### src/rtl/smul_pkg.sv
package smul_pkg;

    typedef enum logic {
        PH_IDLE = 1'b0,
        PH_RUN  = 1'b1
    } smul_phase_e;

endpackage

### src/rtl/smul_mag.sv
// Reduces an operand to its magnitude when signed interpretation is enabled.
module smul_mag #(
    parameter int unsigned WIDTH = 32
) (
    input  logic [WIDTH-1:0] val_i,
    input  logic             signed_i,
    output logic [WIDTH-1:0] mag_o,
    output logic             neg_o
);
    always_comb begin
        neg_o = signed_i & val_i[WIDTH-1];
        mag_o = neg_o ? (~val_i + WIDTH'(1)) : val_i;
    end
endmodule

### src/rtl/smul_step.sv
// One add-and-shift iteration on the double-width product register.
module smul_step #(
    parameter int unsigned WIDTH = 32
) (
    input  logic [2*WIDTH-1:0] prod_i,
    input  logic [WIDTH-1:0]   mcand_i,
    output logic [2*WIDTH-1:0] prod_o
);
    logic [WIDTH:0] sum;

    always_comb begin
        sum    = {1'b0, prod_i[2*WIDTH-1:WIDTH]}
               + (prod_i[0] ? {1'b0, mcand_i} : '0);
        prod_o = {sum, prod_i[WIDTH-1:1]};
    end
endmodule

### src/rtl/smul_negate.sv
// Conditional two's complement negation of the finished product.
module smul_negate #(
    parameter int unsigned PW = 64
) (
    input  logic [PW-1:0] val_i,
    input  logic          neg_i,
    output logic [PW-1:0] val_o
);
    always_comb begin
        val_o = neg_i ? (~val_i + PW'(1)) : val_i;
    end
endmodule

### src/rtl/smul_seq.sv
module smul_seq #(
    parameter int unsigned WIDTH = 32
) (
    input  logic             clk_i,
    input  logic             rst_ni,
    input  logic             start_i,
    input  logic             signed_i,
    input  logic [WIDTH-1:0] mcand_i,
    input  logic [WIDTH-1:0] mplier_i,
    output logic             busy_o,
    output logic             done_o,
    output logic [WIDTH-1:0] hi_o,
    output logic [WIDTH-1:0] lo_o
);
    import smul_pkg::*;

    localparam int unsigned PW = 2 * WIDTH;
    localparam int unsigned CW = (WIDTH > 2) ? $clog2(WIDTH) : 1;
    localparam logic [CW-1:0] LAST_STEP = CW'(WIDTH - 1);

    typedef struct packed {
        smul_phase_e     phase;
        logic            done;
        logic            neg;
        logic [CW-1:0]   step;
        logic [WIDTH-1:0] mcand;
        logic [PW-1:0]   prod;
    } smul_state_t;

    smul_state_t st_d, st_q;

    logic [WIDTH-1:0] opnd_val [2];
    logic [WIDTH-1:0] opnd_mag [2];
    logic [1:0]       opnd_neg;
    logic [PW-1:0]    prod_step;
    logic [PW-1:0]    prod_final;

    assign opnd_val[0] = mcand_i;
    assign opnd_val[1] = mplier_i;

    for (genvar g = 0; g < 2; g++) begin : g_mag
        smul_mag #(.WIDTH(WIDTH)) i_mag (
            .val_i    (opnd_val[g]),
            .signed_i (signed_i),
            .mag_o    (opnd_mag[g]),
            .neg_o    (opnd_neg[g])
        );
    end

    smul_step #(.WIDTH(WIDTH)) i_step (
        .prod_i  (st_q.prod),
        .mcand_i (st_q.mcand),
        .prod_o  (prod_step)
    );

    smul_negate #(.PW(PW)) i_negate (
        .val_i (prod_step),
        .neg_i (st_q.neg),
        .val_o (prod_final)
    );

    always_comb begin
        st_d      = st_q;
        st_d.done = 1'b0;
        unique case (st_q.phase)
            PH_IDLE: begin
                if (start_i) begin
                    st_d.phase = PH_RUN;
                    st_d.mcand = opnd_mag[0];
                    st_d.prod  = {{WIDTH{1'b0}}, opnd_mag[1]};
                    st_d.neg   = opnd_neg[0] ^ opnd_neg[1];
                    st_d.step  = '0;
                end
            end
            PH_RUN: begin
                st_d.step = st_q.step + CW'(1);
                if (st_q.step == LAST_STEP) begin
                    st_d.prod  = prod_final;
                    st_d.phase = PH_IDLE;
                    st_d.done  = 1'b1;
                end else begin
                    st_d.prod  = prod_step;
                end
            end
            default: st_d.phase = PH_IDLE;
        endcase
    end

    always_ff @(posedge clk_i or negedge rst_ni) begin
        if (!rst_ni) begin
            st_q <= '{phase: PH_IDLE, done: 1'b0, neg: 1'b0, step: '0,
                      mcand: '0, prod: '0};
        end else begin
            st_q <= st_d;
        end
    end

    assign busy_o = (st_q.phase == PH_RUN);
    assign done_o = st_q.done;
    assign hi_o   = st_q.prod[PW-1:WIDTH];
    assign lo_o   = st_q.prod[WIDTH-1:0];

endmodule

### config.mk
export PLATFORM = sky130hd
export DESIGN_NAME = smul_seq
export DESIGN_NICKNAME = d
export VERILOG_FILES = /design/src/rtl/smul_pkg.sv /design/src/rtl/smul_mag.sv /design/src/rtl/smul_step.sv /design/src/rtl/smul_negate.sv /design/src/rtl/smul_seq.sv
export SDC_FILE = /design/constraint.sdc
export NUM_CORES = 1
export LEC_CHECK = 0
export BUFFER_PORTS_ARGS = -buffer_cell sky130_fd_sc_hd__clkbuf_2
export CAP_MARGIN = 20
export CORE_MARGIN = 5
export CORE_UTILIZATION = 40
export DETAILED_ROUTE_END_ITERATION = 10
export HOLD_SLACK_MARGIN = 0.02
export PLACE_DENSITY = 0.56
export SLEW_MARGIN = 20
export SYNTH_ARGS = -nofsm -noshare
export SYNTH_HDL_FRONTEND = slang
export SYNTH_SLANG_ARGS = --single-unit
### constraint.sdc
create_clock -name clk_i -period 5.2 [get_ports clk_i]
set_input_delay 0.78 -clock clk_i [delete_from_list [all_inputs] [get_ports clk_i]]
set_output_delay 0.78 -clock clk_i [all_outputs]
set_load 0.005 [all_outputs]
# [Word-level counts from Yosys, hierarchy flattened]
# Cells that the tools add are included.
[op_classes] addsub=5 eq_ne=2 bitwise_logic=7 n_reduce_logical=1 mux=12
[op_table] operator="$mux 64" count=2
[op_table] operator="$pmux 64 s2" count=1
[op_table] operator="$mux 101" count=1
[op_table] operator="$mux 32" count=3
[op_table] operator="$add 32x1->32 const B" count=2
[op_table] operator="$add 64x1->64 const B" count=1
[op_table] operator="$not 32->32" count=2
[op_table] operator="$not 64->64" count=1
[op_table] operator="$add 32x33->33" count=1
[op_table] operator="$pmux 5 s2" count=1
[op_table] operator="$add 5x1->5 const B" count=1
[op_table] operator="$eq 5x5->1 const B" count=1
[op_table] operator="$and 1x1->1" count=2
[op_table] operator="$mux 1" count=2
[op_table] operator="$mux 2" count=1
[op_table] operator="$ne 2x2->1 const B" count=1
[op_table] operator="$pmux 1 s2" count=1
[op_table] operator="$reduce_and 2->1" count=1
[op_table] operator="$not 1->1" count=1
[op_table] operator="$xor 1x1->1" count=1
[totals] wordCells=33 output_inout_bits=66 ff_bits=104

# [Logic depth before layout (Yosys ltp)]
# Gate-level depths: netlist of the first run.
[depth] word_depth=7 ltp_mapped=14

# [Cells and area by module]
# From an unflattened synthesis of the first run, not the netlist that was laid out.
[unflattened] cells_unflattened=1195 hier_area_um2=10672.7
[by_module_without_submodules] module="smul_seq" seq_area_each_um2=2602.5 cells_per_inst=482 area_per_inst_um2=5422.7 n_inst=1
[by_module_without_submodules] module="smul_step" seq_area_each_um2=0.0 cells_per_inst=295 area_per_inst_um2=2187.1 n_inst=1
[by_module_without_submodules] module="smul_negate" seq_area_each_um2=0.0 cells_per_inst=206 area_per_inst_um2=1649.1 n_inst=1
[by_module_without_submodules] module="smul_mag" seq_area_each_um2=0.0 cells_per_inst=106 area_per_inst_um2=706.9 n_inst=2

# [Worst setup path before layout of the first run]
# Ideal clock, no wire load.
[synth_timing] path_kind="reg2reg" startpoint="register st_q (netlist bit lo_o[0])" endpoint="register st_q (netlist bit hi_o[30])" n_path_buf=1 slack_ns=0.853 arrival_ns=4.281 stages_incl_launch_ff=15 path_cell_list="dfrtp_1 > clkbuf_1 > and2_1 > ha_1 > fa_1 > a21o_1 > a221o_2 > a41o_4 > o2111a_1 > or4_1 > a222oi_1 > or3b_4 > nor4_1 > mux2_2 > nand2_1"
[synth_via] elab_chain_len=7
[synth_rtl] element="from (decl)" line_no="smul_seq.sv:30" text="smul_state_t st_d, st_q;"
[synth_rtl] element="from (signal assigned)" line_no="smul_seq.sv:91" text="st_q <= '{phase: PH_IDLE, done: 1'b0, neg: 1'b0, step: '0,"
[synth_rtl] element="from (signal assigned)" line_no="smul_seq.sv:94" text="st_q <= st_d;"
[synth_rtl] element="$mux 32 (*)" line_no="smul_step.sv:13" text="+ (prod_i[0] ? {1'b0, mcand_i} : '0);"
[synth_rtl] element="$add 32x33->33 (*)" line_no="smul_step.sv:13"
[synth_rtl] element="$not 64->64" line_no="smul_negate.sv:10" text="val_o = neg_i ? (~val_i + PW'(1)) : val_i;"
[synth_rtl] element="$add 64x1->64" line_no="smul_negate.sv:10"
[synth_rtl] element="$mux 64" line_no="smul_negate.sv:10"
[synth_rtl] element="$mux 64 (*)" line_no="smul_seq.sv:77" text="if (st_q.step == LAST_STEP) begin"
[synth_rtl] element="$pmux 64 s2 (*)" line_no="smul_seq.sv:65" text="unique case (st_q.phase)"
# Every way passes the cells marked *; elsewhere a longest branch is shown, timed or not.
# A chain may end at the register's enable or synchronous reset.

# [Final worst setup path of the first run]
# Same ends and word-level chain as after synthesis.

==> results of run 1 <==
==> power by group <==
part	internal (mW)	leakage [nW]	total, mW	switching (mW)
sequential	1.22	1.27	1.67	0.453
combinational	1.67	3.23	4.02	2.35
clock	0.355	0.139	0.693	0.338
==> cells by family after synthesis <==
group / count (synthesis) / synth area share
and+or+nand+nor: 439 / 0.223
DFF: 104 / 0.273
AOI/OAI and AO/OA: 364 / 0.235
xor gates and xnor gates: 129 / 0.118
muxes: 13 / 0.0142
buffers and inverters: 153 / 0.0854
adders and majority gates: 38 / 0.0506
==> state kept, by name, summed over array words and instances (netlist names) <==
name	cells
lo_o	32
done_o	1
hi_o	32
busy_o	1
st_q	38
==> layout make-up <==
class                           count  share of cell area
Tap cell                          319              0.0387
Clock buffer                       11              0.0245
Inverter                           24             0.00874
Sequential cell                   104               0.253
Clock inverter                      5             0.00364
Timing Repair Buffer              148              0.0770
Multi-Input combinational cell    983               0.595
==> placed cells by master (no fill, tap or decap), types with 6 or more instances in the layout <==
cell type,Yosys,final
and2_1,51,50
a31oi_1,18,18
xor2_1,46,46
nand3_1,15,15
buf_4,64,15
o21ai_0,121,121
nor3_1,29,29
a21o_1,20,20
o211ai_1,12,12
o2111ai_1,6,6
nand2b_1,7,7
and3_1,15,15
o21ai_1,8,8
nor4_1,14,14
nor2_1,99,98
or3_1,11,11
a21oi_1,101,101
or4_1,11,11
ha_1,37,37
inv_1,24,24
clkbuf_2,0,132
a22o_1,10,10
clkbuf_16,0,9
o21a_1,6,6
mux2i_1,9,9
dfrtp_1,104,103
nand2_1,150,149
xnor2_1,83,83
nand4_1,10,10
o31ai_1,16,16
==> worst min-delay path by stage <==
stage / start / endpoint / slack, ps / cells past startpoint
finish: rst_ni / lo_o[19]$_DFFE_PN0P_ / 440 / 1
global route: rst_ni / lo_o[19]$_DFFE_PN0P_ / 500 / 1
CTS: rst_ni / lo_o[19]$_DFFE_PN0P_ / 480 / 1
detailed placement: st_q[72]$_DFFE_PN0P_ / st_q[72]$_DFFE_PN0P_ / 470 / 2
global placement: st_q[91]$_DFFE_PN0P_ / st_q[91]$_DFFE_PN0P_ / 460 / 2
floorplan: st_q[95]$_DFFE_PN0P_ / st_q[95]$_DFFE_PN0P_ / 440 / 2
==> critical path, delay by kind of cell (launching register included) <==
| kind | cells | cell delay [ps] |
|---|---|---|
| AOI/OAI and AO/OA | 5 | 1670 |
| adders and majority gates | 2 | 630 |
| DFF | 1 | 490 |
| muxes | 1 | 360 |
| and+or+nand+nor | 5 | 1420 |
==> stage by stage <==
stage,hold WS (ps),total power [mW]
floorplan,442,4.77
global placement,456,5.64
detailed placement,465,5.68
CTS,483,6.39
global route,499,7.02
finish,442,6.39
==> layer usage <==
metal	track usage	vias up	routed length, um
met4	0.0371	0	226
li1	-	4398	-
met5	0	-	0
met1	0.327	4113	14200
met2	0.313	240	12000
met3	0.0427	20	1930
==> flow_summary.toml, run 1 <==
[logic_synthesis]
synth_nets = 1346
synth.most_common_cell = "nand2_1"
synth_area_sq_um = 9540
synthTopCellsByCount = "nand2_1, o21ai_0, dfrtp_1"
synth_edf_count = 0
yosys.area.top_type = "dfrtp_1"
ys_warn_count = 0
yosys_register_bits = 104
synth_async_sr_flop_share = 1.00
synth_area_leaders = "dfrtp_1, xnor2_1, o21ai_0"
netlist_instances = 1240
syn_avg_cell_area_sq_um = 7.70
ys_types = 73
synth_top_area_frac = 0.273
seq_area_frac_synth = 0.273
synth-main-ff-cell = "dfrtp_1"

[hold_path]
hold_path.class = "primary input to async pin"

[cts]
clock_sinks = 104
hold_buffers = 0
cts_tree = "yes"
clock_path_buffers = 2
clk_pin_slew_worst_paths_ps = 80
root_buffer = "clkbuf_16"
ctsResizeCount = 0
htreeDepth = 3
postCtsSetupBuffers = 0
numCtsBuffers = 9
clock_latency_ps = 360

[run_status]
outcome = "complete, no violations"

[routing]
via_per_inst = 5.50
drc = 0
ant_nets = 0
drt-total-wl_um = 28400
firstDrtPassIters = 5
drt_iter0_markers = 622
vias = 8771
routedWlPerCell_um = 17.8

[place]
hpwlAfterDp_um = 22000
postPlaceCellArea_sq_um = 10000
gp_congestion = 0.868
port_buffers = 133
pre_cts_ws_ps = 612
placedCellCount = 1577

[die]
fp.coreArea_sq_um = 23500
die-area_sq_um = 27000
die_x_um = 164
start_util = 0.407
die_h_um = 164
rows = 56
boundaryPins = 134

[setup_path]
slowest_stage = "dfrtp_1"
startpoint = "lo_o[0]$_DFFE_PN0P_"
r2r-end = "hi_o[30]$_DFFE_PN0P_"
start_kind = "register"
required_ps = 5500
reg2reg_depth = 13
r2r-start = "lo_o[0]$_DFFE_PN0P_"
rrSetupSlack_ps = 570
crit_chain = "and2_1 > ha_1 > fa_1 > a21o_1 > a221o_2 > a41o_4 > o2111a_1 > or4_1 > a222oi_1 > or3b_4 > nor4_1 > mux2_2 > nand2_1"
arrival_ps = 4930
cp_slowest_stage_delay_ps = 490
critical_path_class = "register to register"
worstPathMaxFanout = 15
crit_path_end_kind = "register"
endpoint = "hi_o[30]$_DFFE_PN0P_"

[timing]
worst_slew_pin_slew_ps = 856
period_share = 0.891
hold_viol = 0
skew_ps = 14.6
rsz0062_at_grt = "false"
maxSlewHeadroom = 0.429
setup_viol = 0
max_freq_mhz = 216
min_period_ps = 4630
timing.final.max_slew_violations = 0
fin_ws_ps = 569
finalSetupTns_ps = 0

[global_routing]
grt_overflow_total = 0
antenna_found_initial = 0
first_global_vias = 8354
grt_pass1_wl_um = 46000
grt_use_total = 0.213
grt_start_max_net_pins = 82

[pwr]
leakage_nw = 4.64
vdd_ir_drop_max_v = 0.000247
power.density_nw_per_um2 = 619

[finish]
antenna-diode-count = 0
multiInputGateArea_sq_um = 6130
drive_gt1_frac = 0.147
seq_area_sq_um = 2600
utilization = 0.439
fill_cells = 2455
nets = 1376
final_cells = 1594
fin_area_sq_um = 10300
areaGrowthSynthToFinish_pct = 8.02

[job]
drv_cap = 0
Note: power is estimated with default switching activity, not from simulation.
==> inputs of run 2 (changes only) <==
==> constraint.sdc (replaced) <==
create_clock -name clk_i -period 5.2 [get_ports clk_i]
set_input_delay 0.26 -clock clk_i [delete_from_list [all_inputs] [get_ports clk_i]]
set_output_delay 0.26 -clock clk_i [all_outputs]
set_load 0.005 [all_outputs]
==> flow_summary.toml, run 2 (same netlist as run 1, synthesis figures left out) <==
[run_status]
outcome = "complete, no violations"

[die]
rows = 56
fp.coreArea_sq_um = 23500
die_x_um = 164
start_util = 0.407
boundaryPins = 134
die-area_sq_um = 27000
die_h_um = 164

[finish]
utilization = 0.438
antenna-diode-count = 0
final_cells = 1592
largest_reg_flops = 38
layout_common_cells = "nand2_1, clkbuf_2, o21ai_0"
layout_commonest_cell = "nand2_1"
areaGrowthSynthToFinish_pct = 7.70
drive_gt1_frac = 0.146
nets = 1374
top_register = "st_q"

[setup_path]
cp_slowest_stage_delay_ps = 500
crit_chain = "and2_1 > ha_1 > fa_1 > a21o_1 > a221o_2 > a41o_4 > o2111a_1 > or4_1 > a222oi_1 > or3b_4 > nor4_1 > mux2_2 > nand2_1"
critical_path_class = "register to register"
crit_cells = 13
slowest_stage = "a222oi_1"
crit_path_end_kind = "register"
path_buf_inv = 0
worstPathMaxFanout = 15
arrival_ps = 4970
cpLargestDelayFamily = "compound AO/OA/AOI/OAI gates"
start_kind = "register"
required_ps = 5500
reg2reg_depth = 13

[timing]
holdWs_ps = 13.9
finalSetupTns_ps = 0
fin_ws_ps = 537
rsz0062_at_grt = "false"
maxSlewHeadroom = 0.361
timing.final.max_slew_violations = 0
setup_viol = 0
hold_viol = 0
max_freq_mhz = 214
skew_ps = 17.1
min_period_ps = 4660
period_share = 0.897
worst_slew_pin_slew_ps = 958

[place]
port_buffers = 133
hpwlAfterDp_um = 22000
placedCellCount = 1576
gp_congestion = 0.884
pre_cts_ws_ps = 577

[cts]
clock_path_buffers = 2
ctsResizeCount = 0
root_buffer = "clkbuf_16"
clock_sinks = 104
cts_tree = "yes"
hold_buffers = 0
postCtsSetupBuffers = 0
clock_latency_ps = 370
clk_pin_slew_worst_paths_ps = 80
numCtsBuffers = 9
htreeDepth = 3

[global_routing]
antenna_found_initial = 0
grt_use_total = 0.212
grt_overflow_total = 0
grt_pass1_wl_um = 45700
first_global_vias = 8207
grt_start_max_net_pins = 82

[routing]
ant_nets = 0
drc = 0
routedLengthMet1_um = 14300
routedWlPerCell_um = 17.8
top_layer = "met4"
via_per_inst = 5.51
firstDrtPassIters = 5
wl_met2_um = 11900
wl_met3_um = 1920
drt_iter0_markers = 552
vias = 8773
drt-total-wl_um = 28400

[pwr]
leakage_nw = 4.62
vdd_ir_drop_max_v = 0.000196
power.density_nw_per_um2 = 620

[hold_path]
hold_path.class = "primary input to async pin"

[job]
drv_cap = 0
==> run 2: cell count changes in the layout (fill, tap and decap cells not counted), sizes merged <==
cell | before | now
clkbuf | 143 | 142
buf | 16 | 14
clkinv | 1 | 3
inv | 26 | 25
==> run 2: final timing paths <==
| path | slack [ps] | end | start |
|---|---|---|---|
| setup / recovery | 540 | hi_o[30]$_DFFE_PN0P_ | lo_o[0]$_DFFE_PN0P_ |
| hold / removal | 10 | lo_o[20]$_DFFE_PN0P_ | rst_ni |
| setup reg to reg | 540 | hi_o[30]$_DFFE_PN0P_ | lo_o[0]$_DFFE_PN0P_ |
| hold reg to reg | 480 | st_q[64]$_DFFE_PN0P_ | st_q[64]$_DFFE_PN0P_ |
| max in group asynchronous | 4120 | hi_o[23]$_DFFE_PN0P_ | rst_ni |
| min in group clk_i | 200 | st_q[85]$_DFFE_PN0P_ | mcand_i[21] |
==> run 2: stage by stage <==
step | instance area, sq um | power, mW
detailed placement | 9990 | 5.68
CTS | 10300 | 6.37
finish | 10300 | 6.37
global route | 10300 | 6.98
global placement | 9990 | 5.64
floorplan | 9540 | 4.77
==> run 2: final cells by class <==
| type | instances | area, sq um |
|---|---|---|
| Clock buffer | 10 | 239 |
| Tap cell | 319 | 399 |
| Inverter | 24 | 90.1 |
| Fill cell | 2439 | 13200 |
| Multi-Input combinational cell | 983 | 6140 |
| Clock inverter | 6 | 42.5 |
| Timing Repair Buffer | 146 | 766 |
| Sequential cell | 104 | 2600 |
==> run 2: worst register-to-register path, delay by kind of cell, from the launching register on <==
kind | cells | cell delay (ps)
AO/OA/AOI/OAI | 5 | 1690
adder cells (fa/ha/maj) | 2 | 630
flip-flops | 1 | 490
multiplexers | 1 | 370
AND/OR/NAND/NOR | 5 | 1430
==> run 2: report_power, final <==
group / switching (mW) / internal (mW)
Clock: 0.345 / 0.340
Combinational: 2.34 / 1.67
Sequential: 0.456 / 1.22
==> run 2: layer usage <==
metal / track usage / vias to the layer above
li1: - / 4395
met1: 0.327 / 4133
met2: 0.310 / 232
met3: 0.0482 / 13
met4: 0.0291 / 0
met5: 0 / -
==> inputs of run 3 (changes only) <==
--- a/config.mk
+++ b/config.mk
@@ -11,7 +11,7 @@
 export CORE_UTILIZATION = 40
 export DETAILED_ROUTE_END_ITERATION = 10
 export HOLD_SLACK_MARGIN = 0.02
-export PLACE_DENSITY = 0.56
+export PLACE_DENSITY_LB_ADDON = 0.15
 export SLEW_MARGIN = 20
 export SYNTH_ARGS = -nofsm -noshare
 export SYNTH_HDL_FRONTEND = slang
==> flow_summary.toml, run 3 (same netlist as run 1, synthesis figures left out) <==
[pwr]
vdd_ir_drop_max_v = 0.000192
leakage_nw = 4.60
power.density_nw_per_um2 = 623
total_power_mw = 6.39

[routing]
firstDrtPassIters = 7
drt-total-wl_um = 28500
routedWlPerCell_um = 17.9
ant_nets = 0
drt_iter0_markers = 693
vias = 8774
wl_met2_um = 12000
drc = 0
wl_met3_um = 1510
top_layer = "met4"
routedLengthMet1_um = 14700
via_per_inst = 5.52

[hold_path]
hold_path.class = "primary input to async pin"

[die]
fp.coreArea_sq_um = 23500
rows = 56
start_util = 0.407
die_x_um = 164
boundaryPins = 134
die-area_sq_um = 27000
die_h_um = 164

[place]
gp_congestion = 0.894
hpwlAfterDp_um = 22000
port_buffers = 133

[cts]
cts_tree = "yes"
htreeDepth = 3
ctsResizeCount = 0
clock_path_buffers = 2
clk_pin_slew_worst_paths_ps = 80
postCtsSetupBuffers = 0
root_buffer = "clkbuf_16"
clock_latency_ps = 370
hold_buffers = 0
clock_sinks = 104
numCtsBuffers = 9

[run_status]
outcome = "complete, no violations"

[timing]
rsz0062_at_grt = "false"
hold_viol = 0
setup_viol = 0
min_period_ps = 4700
period_share = 0.904
timing.final.max_slew_violations = 0
max_freq_mhz = 213
maxSlewHeadroom = 0.306
skew_ps = 14.0
finalSetupTns_ps = 0
worst_slew_pin_slew_ps = 1040

[global_routing]
first_global_vias = 8276
grt_pass1_wl_um = 46300
grt_use_total = 0.214
grt_start_max_net_pins = 82
antenna_found_initial = 0
grt_overflow_total = 0

[setup_path]
crit_path_end_kind = "register"
r2r-start = "lo_o[0]$_DFFE_PN0P_"
worstPathMaxFanout = 14
critical_path_class = "register to register"
arrival_ps = 5000
reg2reg_depth = 13
start_kind = "register"
rrSetupSlack_ps = 500
required_ps = 5500
r2r-end = "hi_o[30]$_DFFE_PN0P_"

[finish]
nets = 1372
fill_cells = 2500
top_register = "st_q"
layout_commonest_cell = "nand2_1"
drive_gt1_frac = 0.144
antenna-diode-count = 0
layout_common_cells = "nand2_1, clkbuf_2, o21ai_0"
utilization = 0.437
areaGrowthSynthToFinish_pct = 7.50
largest_reg_flops = 38
multiInputGateArea_sq_um = 6130
seq_area_sq_um = 2600

[job]
drv_cap = 0
run 3: layout make-up:
| type | instances | share of cell area |
|---|---|---|
| flip-flops and latches | 104 | 0.254 |
| well taps | 319 | 0.0389 |
| clock buffers | 10 | 0.0223 |
| multi-input cells | 983 | 0.598 |
| repair buffers | 144 | 0.0732 |
| inverters | 24 | 0.00878 |
| clock inverters | 6 | 0.00524 |
run 3: worst max-delay path, cell delays in order, from the launching register on:
cell and delay [ps]:
dfrtp_1 470, and2_1 180, ha_1 210, fa_1 410, a21o_1 200, a221o_2 390
a41o_4 300, o2111a_1 290, or4_1 430, a222oi_1 520, or3b_4 490, nor4_1 310
mux2_2 370, nand2_1 60
run 3: per-layer routing:
metal / vias to the layer above / GRT usage
li1: 4404 / -
met1: 4139 / 0.337
met2: 217 / 0.311
met3: 14 / 0.0337
met4: 0 / 0.0386
met5: - / 0
run 3: how the worst max path moves through the flow:
stage	slack [ps]	depth (start not counted)	start	endpoint
floorplan	850	14	lo_o[0]$_DFFE_PN0P_	hi_o[30]$_DFFE_PN0P_
global placement	650	13	lo_o[0]$_DFFE_PN0P_	hi_o[30]$_DFFE_PN0P_
detailed placement	560	13	lo_o[0]$_DFFE_PN0P_	hi_o[30]$_DFFE_PN0P_
CTS	540	13	lo_o[0]$_DFFE_PN0P_	hi_o[30]$_DFFE_PN0P_
global route	280	13	lo_o[0]$_DFFE_PN0P_	hi_o[30]$_DFFE_PN0P_
finish	500	13	lo_o[0]$_DFFE_PN0P_	hi_o[30]$_DFFE_PN0P_
run 3: through the flow:
step | hold WS, ps | setup slack (ps) | instance area, sq um | instances
final | 8.96 | 501 | 10300 | 1590
after global routing | 80.2 | 279 | 10300 | 1590
after CTS | 37.2 | 538 | 10300 | 1590
after detailed placement | 439 | 563 | 9970 | 1574
after global placement | 437 | 650 | 9970 | 1574
after floorplan | -35.6 | 853 | 9540 | 1240
run 3: where the power goes:
group | internal [mW] | switching (mW) | total (mW)
Sequential | 1.22 | 0.467 | 1.69
Combinational | 1.66 | 2.35 | 4.01
Clock | 0.334 | 0.354 | 0.688
Total | 3.22 | 3.17 | 6.39
